### src/rtl/dac_cmd_pkg.sv
package dac_cmd_pkg;
    localparam int CODE_W = 10;
    localparam int NCH    = 2;
    localparam int PD_W   = 2;
    localparam int CMD_W  = 4;
    localparam int HI_W   = CODE_W - 6;
    localparam logic [PD_W-1:0] PD_RESET = 2'b11;

    typedef enum logic [1:0] {
        PH_CMD  = 2'd0,
        PH_DATA = 2'd1,
        PH_PDB  = 2'd2,
        PH_SKIP = 2'd3
    } phase_e;

    typedef struct packed {
        logic [NCH-1:0] ld_in;
        logic [NCH-1:0] ld_out;
        logic [NCH-1:0] xfer;
        logic           two_byte;
        logic           ext_pd;
        logic           rd_arm;
        logic           rd_b;
        logic           skip;
    } cmd_dec_t;

    typedef struct packed {
        phase_e                         phase;
        logic [CMD_W-1:0]               cmd;
        logic [HI_W-1:0]                hi;
        logic [NCH-1:0][CODE_W-1:0]     in_r;
        logic [NCH-1:0][CODE_W-1:0]     out_r;
        logic [NCH-1:0][PD_W-1:0]       pd;
        logic                           rd_b;
    } rf_state_t;
endpackage

### src/rtl/dac_cmd_decode.sv
module dac_cmd_decode
    import dac_cmd_pkg::*;
(
    input  logic [CMD_W-1:0] cmd_i,
    input  logic [HI_W-1:0]  hi_i,
    output cmd_dec_t         dec_o
);
    logic [NCH-1:0] sel_mask;

    always_comb begin
        sel_mask = cmd_i[0] ? 2'b10 : 2'b01;
        dec_o    = '0;
        unique case (cmd_i)
            4'h0, 4'h1: begin
                dec_o.ld_in    = sel_mask;
                dec_o.ld_out   = sel_mask;
                dec_o.xfer     = ~sel_mask;
                dec_o.two_byte = 1'b1;
            end
            4'h4, 4'h5: begin
                dec_o.ld_in    = sel_mask;
                dec_o.two_byte = 1'b1;
            end
            4'h8, 4'h9: begin
                dec_o.ld_in    = sel_mask;
                dec_o.xfer     = '1;
                dec_o.two_byte = 1'b1;
            end
            4'hC: begin
                dec_o.ld_in    = '1;
                dec_o.ld_out   = '1;
                dec_o.two_byte = 1'b1;
            end
            4'hD: begin
                dec_o.ld_in    = '1;
                dec_o.two_byte = 1'b1;
            end
            4'hE: dec_o.xfer = '1;
            4'hF: begin
                if (hi_i == 4'h0)      dec_o.ext_pd = 1'b1;
                else if (hi_i == 4'h1) dec_o.rd_arm = 1'b1;
                else if (hi_i == 4'h2) begin
                    dec_o.rd_arm = 1'b1;
                    dec_o.rd_b   = 1'b1;
                end else                dec_o.skip   = 1'b1;
            end
            default: dec_o.skip = 1'b1;
        endcase
    end
endmodule

### src/rtl/dac_readback_fmt.sv
module dac_readback_fmt
    import dac_cmd_pkg::*;
(
    input  logic [CODE_W-1:0] code_i,
    input  logic [PD_W-1:0]   pd_i,
    output logic [7:0]        hi_o,
    output logic [7:0]        lo_o
);
    always_comb begin
        hi_o = {2'b00, pd_i, code_i[CODE_W-1:6]};
        lo_o = {code_i[5:0], 2'b00};
    end
endmodule

### src/rtl/dac_cmd_regfile.sv
module dac_cmd_regfile
    import dac_cmd_pkg::*;
(
    input  logic              clk_i,
    input  logic              rst_ni,
    input  logic              start_i,
    input  logic              stop_i,
    input  logic              byte_valid_i,
    input  logic [7:0]        byte_i,
    output logic [CODE_W-1:0] code_a_o,
    output logic [CODE_W-1:0] code_b_o,
    output logic [PD_W-1:0]   pd_a_o,
    output logic [PD_W-1:0]   pd_b_o,
    output logic [7:0]        rd_hi_o,
    output logic [7:0]        rd_lo_o
);
    rf_state_t         s_d, s_q;
    cmd_dec_t          dec;
    logic [CMD_W-1:0]  cmd_sel;
    logic [HI_W-1:0]   hi_sel;
    logic [CODE_W-1:0] new_code;
    logic              frame_edge;

    assign frame_edge = start_i | stop_i;
    assign cmd_sel    = (s_q.phase == PH_CMD) ? byte_i[7:4] : s_q.cmd;
    assign hi_sel     = (s_q.phase == PH_CMD) ? byte_i[3:0] : s_q.hi;
    assign new_code   = {s_q.hi, byte_i[7:2]};

    dac_cmd_decode dec_i (
        .cmd_i (cmd_sel),
        .hi_i  (hi_sel),
        .dec_o (dec)
    );

    always_comb begin
        s_d = s_q;
        if (frame_edge) begin
            s_d.phase = PH_CMD;
        end else if (byte_valid_i) begin
            unique case (s_q.phase)
                PH_CMD: begin
                    s_d.cmd = byte_i[7:4];
                    s_d.hi  = byte_i[3:0];
                    if (dec.skip) begin
                        s_d.phase = PH_SKIP;
                    end else if (dec.rd_arm) begin
                        s_d.rd_b  = dec.rd_b;
                        s_d.phase = PH_SKIP;
                    end else if (dec.ext_pd) begin
                        s_d.phase = PH_PDB;
                    end else if (dec.two_byte) begin
                        s_d.phase = PH_DATA;
                    end else begin
                        for (int i = 0; i < NCH; i++)
                            if (dec.xfer[i]) s_d.out_r[i] = s_q.in_r[i];
                    end
                end
                PH_DATA: begin
                    for (int i = 0; i < NCH; i++) begin
                        if (dec.ld_out[i])    s_d.out_r[i] = new_code;
                        else if (dec.xfer[i]) s_d.out_r[i] = s_q.in_r[i];
                        if (dec.ld_in[i])     s_d.in_r[i]  = new_code;
                    end
                    s_d.phase = PH_CMD;
                end
                PH_PDB: begin
                    for (int i = 0; i < NCH; i++)
                        if (byte_i[PD_W+i]) s_d.pd[i] = byte_i[PD_W-1:0];
                    s_d.phase = PH_CMD;
                end
                default: s_d.phase = PH_SKIP;
            endcase
        end
    end

    always_ff @(posedge clk_i) begin
        if (!rst_ni) begin
            s_q.phase <= PH_CMD;
            s_q.cmd   <= '0;
            s_q.hi    <= '0;
            s_q.in_r  <= '0;
            s_q.out_r <= '0;
            s_q.pd    <= {NCH{PD_RESET}};
            s_q.rd_b  <= 1'b0;
        end else begin
            s_q <= s_d;
        end
    end

    assign code_a_o = s_q.out_r[0];
    assign code_b_o = s_q.out_r[1];
    assign pd_a_o   = s_q.pd[0];
    assign pd_b_o   = s_q.pd[1];

    dac_readback_fmt fmt_i (
        .code_i (s_q.out_r[s_q.rd_b]),
        .pd_i   (s_q.pd[s_q.rd_b]),
        .hi_o   (rd_hi_o),
        .lo_o   (rd_lo_o)
    );


    idle_hold_chk: assert property (@(posedge clk_i) disable iff (!rst_ni)
        !byte_valid_i |=> ($stable(code_a_o) && $stable(code_b_o) &&
                           $stable(pd_a_o) && $stable(pd_b_o) && $stable(rd_hi_o)));


    abort_hold_chk: assert property (@(posedge clk_i) disable iff (!rst_ni)
        frame_edge |=> ($stable(code_a_o) && $stable(code_b_o) &&
                        $stable(pd_a_o) && $stable(pd_b_o)));


    pd_keeps_code_chk: assert property (@(posedge clk_i) disable iff (!rst_ni)
        (s_q.phase == PH_PDB && byte_valid_i && !frame_edge)
            |=> ($stable(code_a_o) && $stable(code_b_o)));


    pend_only_chk: assert property (@(posedge clk_i) disable iff (!rst_ni)
        (s_q.phase == PH_DATA && byte_valid_i && !frame_edge && s_q.cmd[3:1] == 3'b010)
            |=> ($stable(code_a_o) && $stable(code_b_o)));


    xfer_no_data_chk: assert property (@(posedge clk_i) disable iff (!rst_ni)
        (s_q.phase == PH_DATA) |-> (s_q.cmd != 4'hE));
endmodule

### config.mk
export PLATFORM = sky130hd
export DESIGN_NAME = dac_cmd_regfile
export DESIGN_NICKNAME = d
export VERILOG_FILES = /design/src/rtl/dac_cmd_pkg.sv /design/src/rtl/dac_cmd_decode.sv /design/src/rtl/dac_readback_fmt.sv /design/src/rtl/dac_cmd_regfile.sv
export SDC_FILE = /design/constraint.sdc
export NUM_CORES = 1
export LEC_CHECK = 0
export CAP_MARGIN = 0
export CORE_MARGIN = 10
export CORE_UTILIZATION = 25
export DETAILED_ROUTE_END_ITERATION = 10
export DONT_BUFFER_PORTS = 1
export MAX_ROUTING_LAYER = met4
export SETUP_SLACK_MARGIN = 0.05
export SLEW_MARGIN = 20
export SYNTH_ARGS = -nofsm -noshare
export SYNTH_HDL_FRONTEND = slang
export SYNTH_SLANG_ARGS = --single-unit
export TNS_END_PERCENT = 10
### constraint.sdc
create_clock -name clk_i -period 4.9 [get_ports clk_i]
set_input_delay 0.98 -clock clk_i [delete_from_list [all_inputs] [get_ports clk_i]]
set_output_delay 0.98 -clock clk_i [all_outputs]
set_load 0.01 [all_outputs]
==> key figures <==
STA
  – Max-slew headroom: 0.306
  – Period utilization: 0.622
  – Actual slew at the worst max-slew pin: 1.04 ns
  – Fin Clk Skew: 0.00906 ns
  – Fin crit period: 3.05 ns
  – Final hold vios: 0
  – Setup-failing EPs final: 0
  – Fmax: 0.328 GHz
  – Sum of negative setup slack: 0 ns
  – Slew Viols, Final: 0
  – RSZ-0062 raised after global routing: false

Synth
  – Post-synthesis register bit count: 55
  – Top cell type's share of synthesized area: 0.326
  – Cell variety after synth: 54
  – Post-synth top area cell: dfxtp_1
  – Cell count after synthesis: 399
  – Synthesized area: 3380 µm²
  – Syn avg cell area: 8.46 µm²
  – Ys Warns: 0
  – Post-synthesis sequential area ratio: 0.326
  – Post-synth EDFFs: 0
  – Post-synth top flop: dfxtp_1
  – Synth area leaders: dfxtp_1, mux2i_1, buf_4, a211oi_1, mux2_2
  – Ys async rst share: 0

Clocking
  – TritonCTS clock tree: yes
  – CTS sink cnt: 55
  – Clk buf depth: 2
  – CTS H-tree lvls: 2
  – CTS root buffer: clkbuf_16
  – Setup Buffers After CTS: 0
  – Worst-skew pair later-pin latency: 0.30 ns
  – Resize count post-CTS: 0
  – Total CTS buffers: 5
  – Clk slew on worst S/H paths: 0.08 ns
  – Hold buffer count at CTS: 0

Setup path
  – Crit start category: flip-flop
  – Family with the most delay on the worst path: compound AO/OA/AOI/OAI gates
  – CP required: 5.12 ns
  – WP data arrival: 3.27 ns
  – Buf/Inv on CP: 1
  – Critical-path cell list: inv_1, ha_1, nand2_1, o22ai_2, a21o_1, a211oi_1, o22ai_1
  – Reg2reg setup slack: 1.85 ns
  – R2r endpoint: code_b_o[0]
  – FF-to-FF path depth: 7
  – Crit-path max FO: 22
  – Worst stage delay on the critical path: 0.85 ns
  – Crit Path Class: flip-flop to flip-flop
  – Worst r2r src: s_q[54]
  – Worst path slowest cell: o22ai_2
  – Type of destination of the critical path: flip-flop

Worst hold path
  – Hold Crit Depth: 2
  – Hold crit path type: flip-flop to flip-flop
  – Worst Min Path Start: s_q[41]
  – Min-Delay Endpoint: s_q[41]

Floorplanning
  – # rows: 42
  – Horiz. Die Dim: 136 µm
  – I/O pin count: 53
  – DIE AREA: 18600 µm²
  – Die Ht: 136 µm
  – Core area: 13200 µm²
  – Initial Utilization: 0.255

Route
  – Vias: 2794
  – Total Routed Length: 9.76 mm
  – Via/cell ratio: 5.32
  – Number of routed nets with antenna violations: 0
  – DR pass1 iterations: 4
  – Drt drc: 0
  – Routed WL per cell: 18.6 µm
  – DRT iter0 DRCs: 255

Power
  – Worst vdd ir: 0.000134 V
  – P_leak: 0.00107 µW
  – Total Power: 902 µW
  – Power per Cell Area: 263 nW/µm²

Placed design
  – Post-DP HPWL: 6.98 mm
  – Gp weighted congestion: 0.866
  – Port-buffer cells: 0

Global routing
  – Largest net degree at the start of global routing: 40
  – Global-route wire length before repair: 15.1 mm
  – GR Overflow Total: 0
  – Gr usage total: 0.105
  – Initial antenna violation count: 0
  – Vias in the first global route: 2622

Cells and area
  – Most common cell after layout, fill and taps aside: dfxtp_1
  – Commonest non-fill, non-tap cells in the layout: dfxtp_1, nand2_1, mux2i_1
  – Synth-to-Final Area Change: 1.59%
  – Final Net Count: 364
  – Ant diodes: 0
  – Share of layout cells above drive strength 1: 0.0917

Job
  – Total of max-cap violations: 0

Status
  – Status: finished, final reports clean
[cell families (layout without fill, tap and decap cells)]
family / Yosys count / after routing / synth area share
xor gates and xnor gates: 3 / 3 / 0.00778
AOI/OAI and AO/OA: 103 / 103 / 0.226
and+or+nand+nor: 98 / 98 / 0.145
other: 1 / 4 / 0.00111
adders and majority gates: 3 / 3 / 0.0111
muxes: 47 / 47 / 0.144
buffers and inverters: 89 / 36 / 0.138
DFF: 55 / 55 / 0.326
[worst max-delay path by stage]
| stage | start | endpoint | cells after the start |
|---|---|---|---|
| 3_5_place_dp | s_q[54] | code_b_o[1] | 7 |
| 2_1_floorplan | byte_i[5] | code_a_o[7] | 7 |
| 5_1_grt | s_q[53] | code_b_o[1] | 7 |
| 3_3_place_gp | s_q[53] | code_b_o[7] | 7 |
| 4_1_cts | s_q[54] | code_b_o[1] | 7 |
| 6_report | s_q[54] | code_b_o[0] | 7 |
[area by class of cell]
type / count / area (µm²)
fillers: 1427 / 9810
multi-input cells: 258 / 1840
flip-flops and latches: 55 / 1100
well taps: 176 / 220
clock buffers: 5 / 125
inverters: 24 / 90.1
repair buffers: 4 / 30.0
clock inverters: 3 / 23.8
[Yosys cell counts, drive strengths merged, types with 2 or more instances]
master    n
a21o      2
nor2     24
nand2b    2
nand4     2
mux2i    34
clkbuf   23
o21ai     3
nand3     5
ha        3
buf      42
a2111oi  11
dfxtp    55
o22ai    11
xnor2     2
and3b     2
or3       2
a32oi    10
and2      2
nand2    37
a211oi   22
nor2b     3
a221oi    2
nor3b    13
inv      24
o211ai   10
a21oi    21
mux2     13
[layer usage]
layer	share of wire	vias up	track usage	wire length [µm]
li1	-	1307	-	-
met1	0.42	1364	0.125	4060
met2	0.49	113	0.177	4820
met3	0.077	10	0.0232	751
met4	0.013	0	0.0231	127
met5	0	-	-	0
[state kept, by name, summed over array words and instances (netlist names)]
name	cells
code_a_o	10
code_b_o	10
new_code	4
pd_a_o	2
pd_b_o	2
s_q	27
[metrics by stage]
step	cells	setup WS [ns]	hold slack, ns	util	area [µm²]
floorplan	402	2.52	0.450	-	3390
global placement	517	2.06	0.473	0.248	3280
detailed placement	517	1.96	0.483	0.248	3280
CTS	525	1.95	0.497	0.259	3430
global route	525	1.72	0.525	0.259	3430
finish	525	1.85	0.496	0.259	3430
[worst register-to-register path: stages (launching register included)]
cell and delay, ns:
dfxtp_1 0.32, inv_1 0.10, ha_1 0.59, nand2_1 0.36, o22ai_2 0.85, a21o_1 0.42, a211oi_1 0.14, o22ai_1 0.20
[power by group]
| group | leakage (µW) | internal (µW) | switching (µW) |
|---|---|---|---|
| combinational | 0.000558 | 19.9 | 53.0 |
| sequential | 0.000444 | 449 | 5.05 |
| clock | 0.0000717 | 193 | 182 |
| total | 0.00107 | 662 | 240 |
Power figures use the tool's default switching activity.
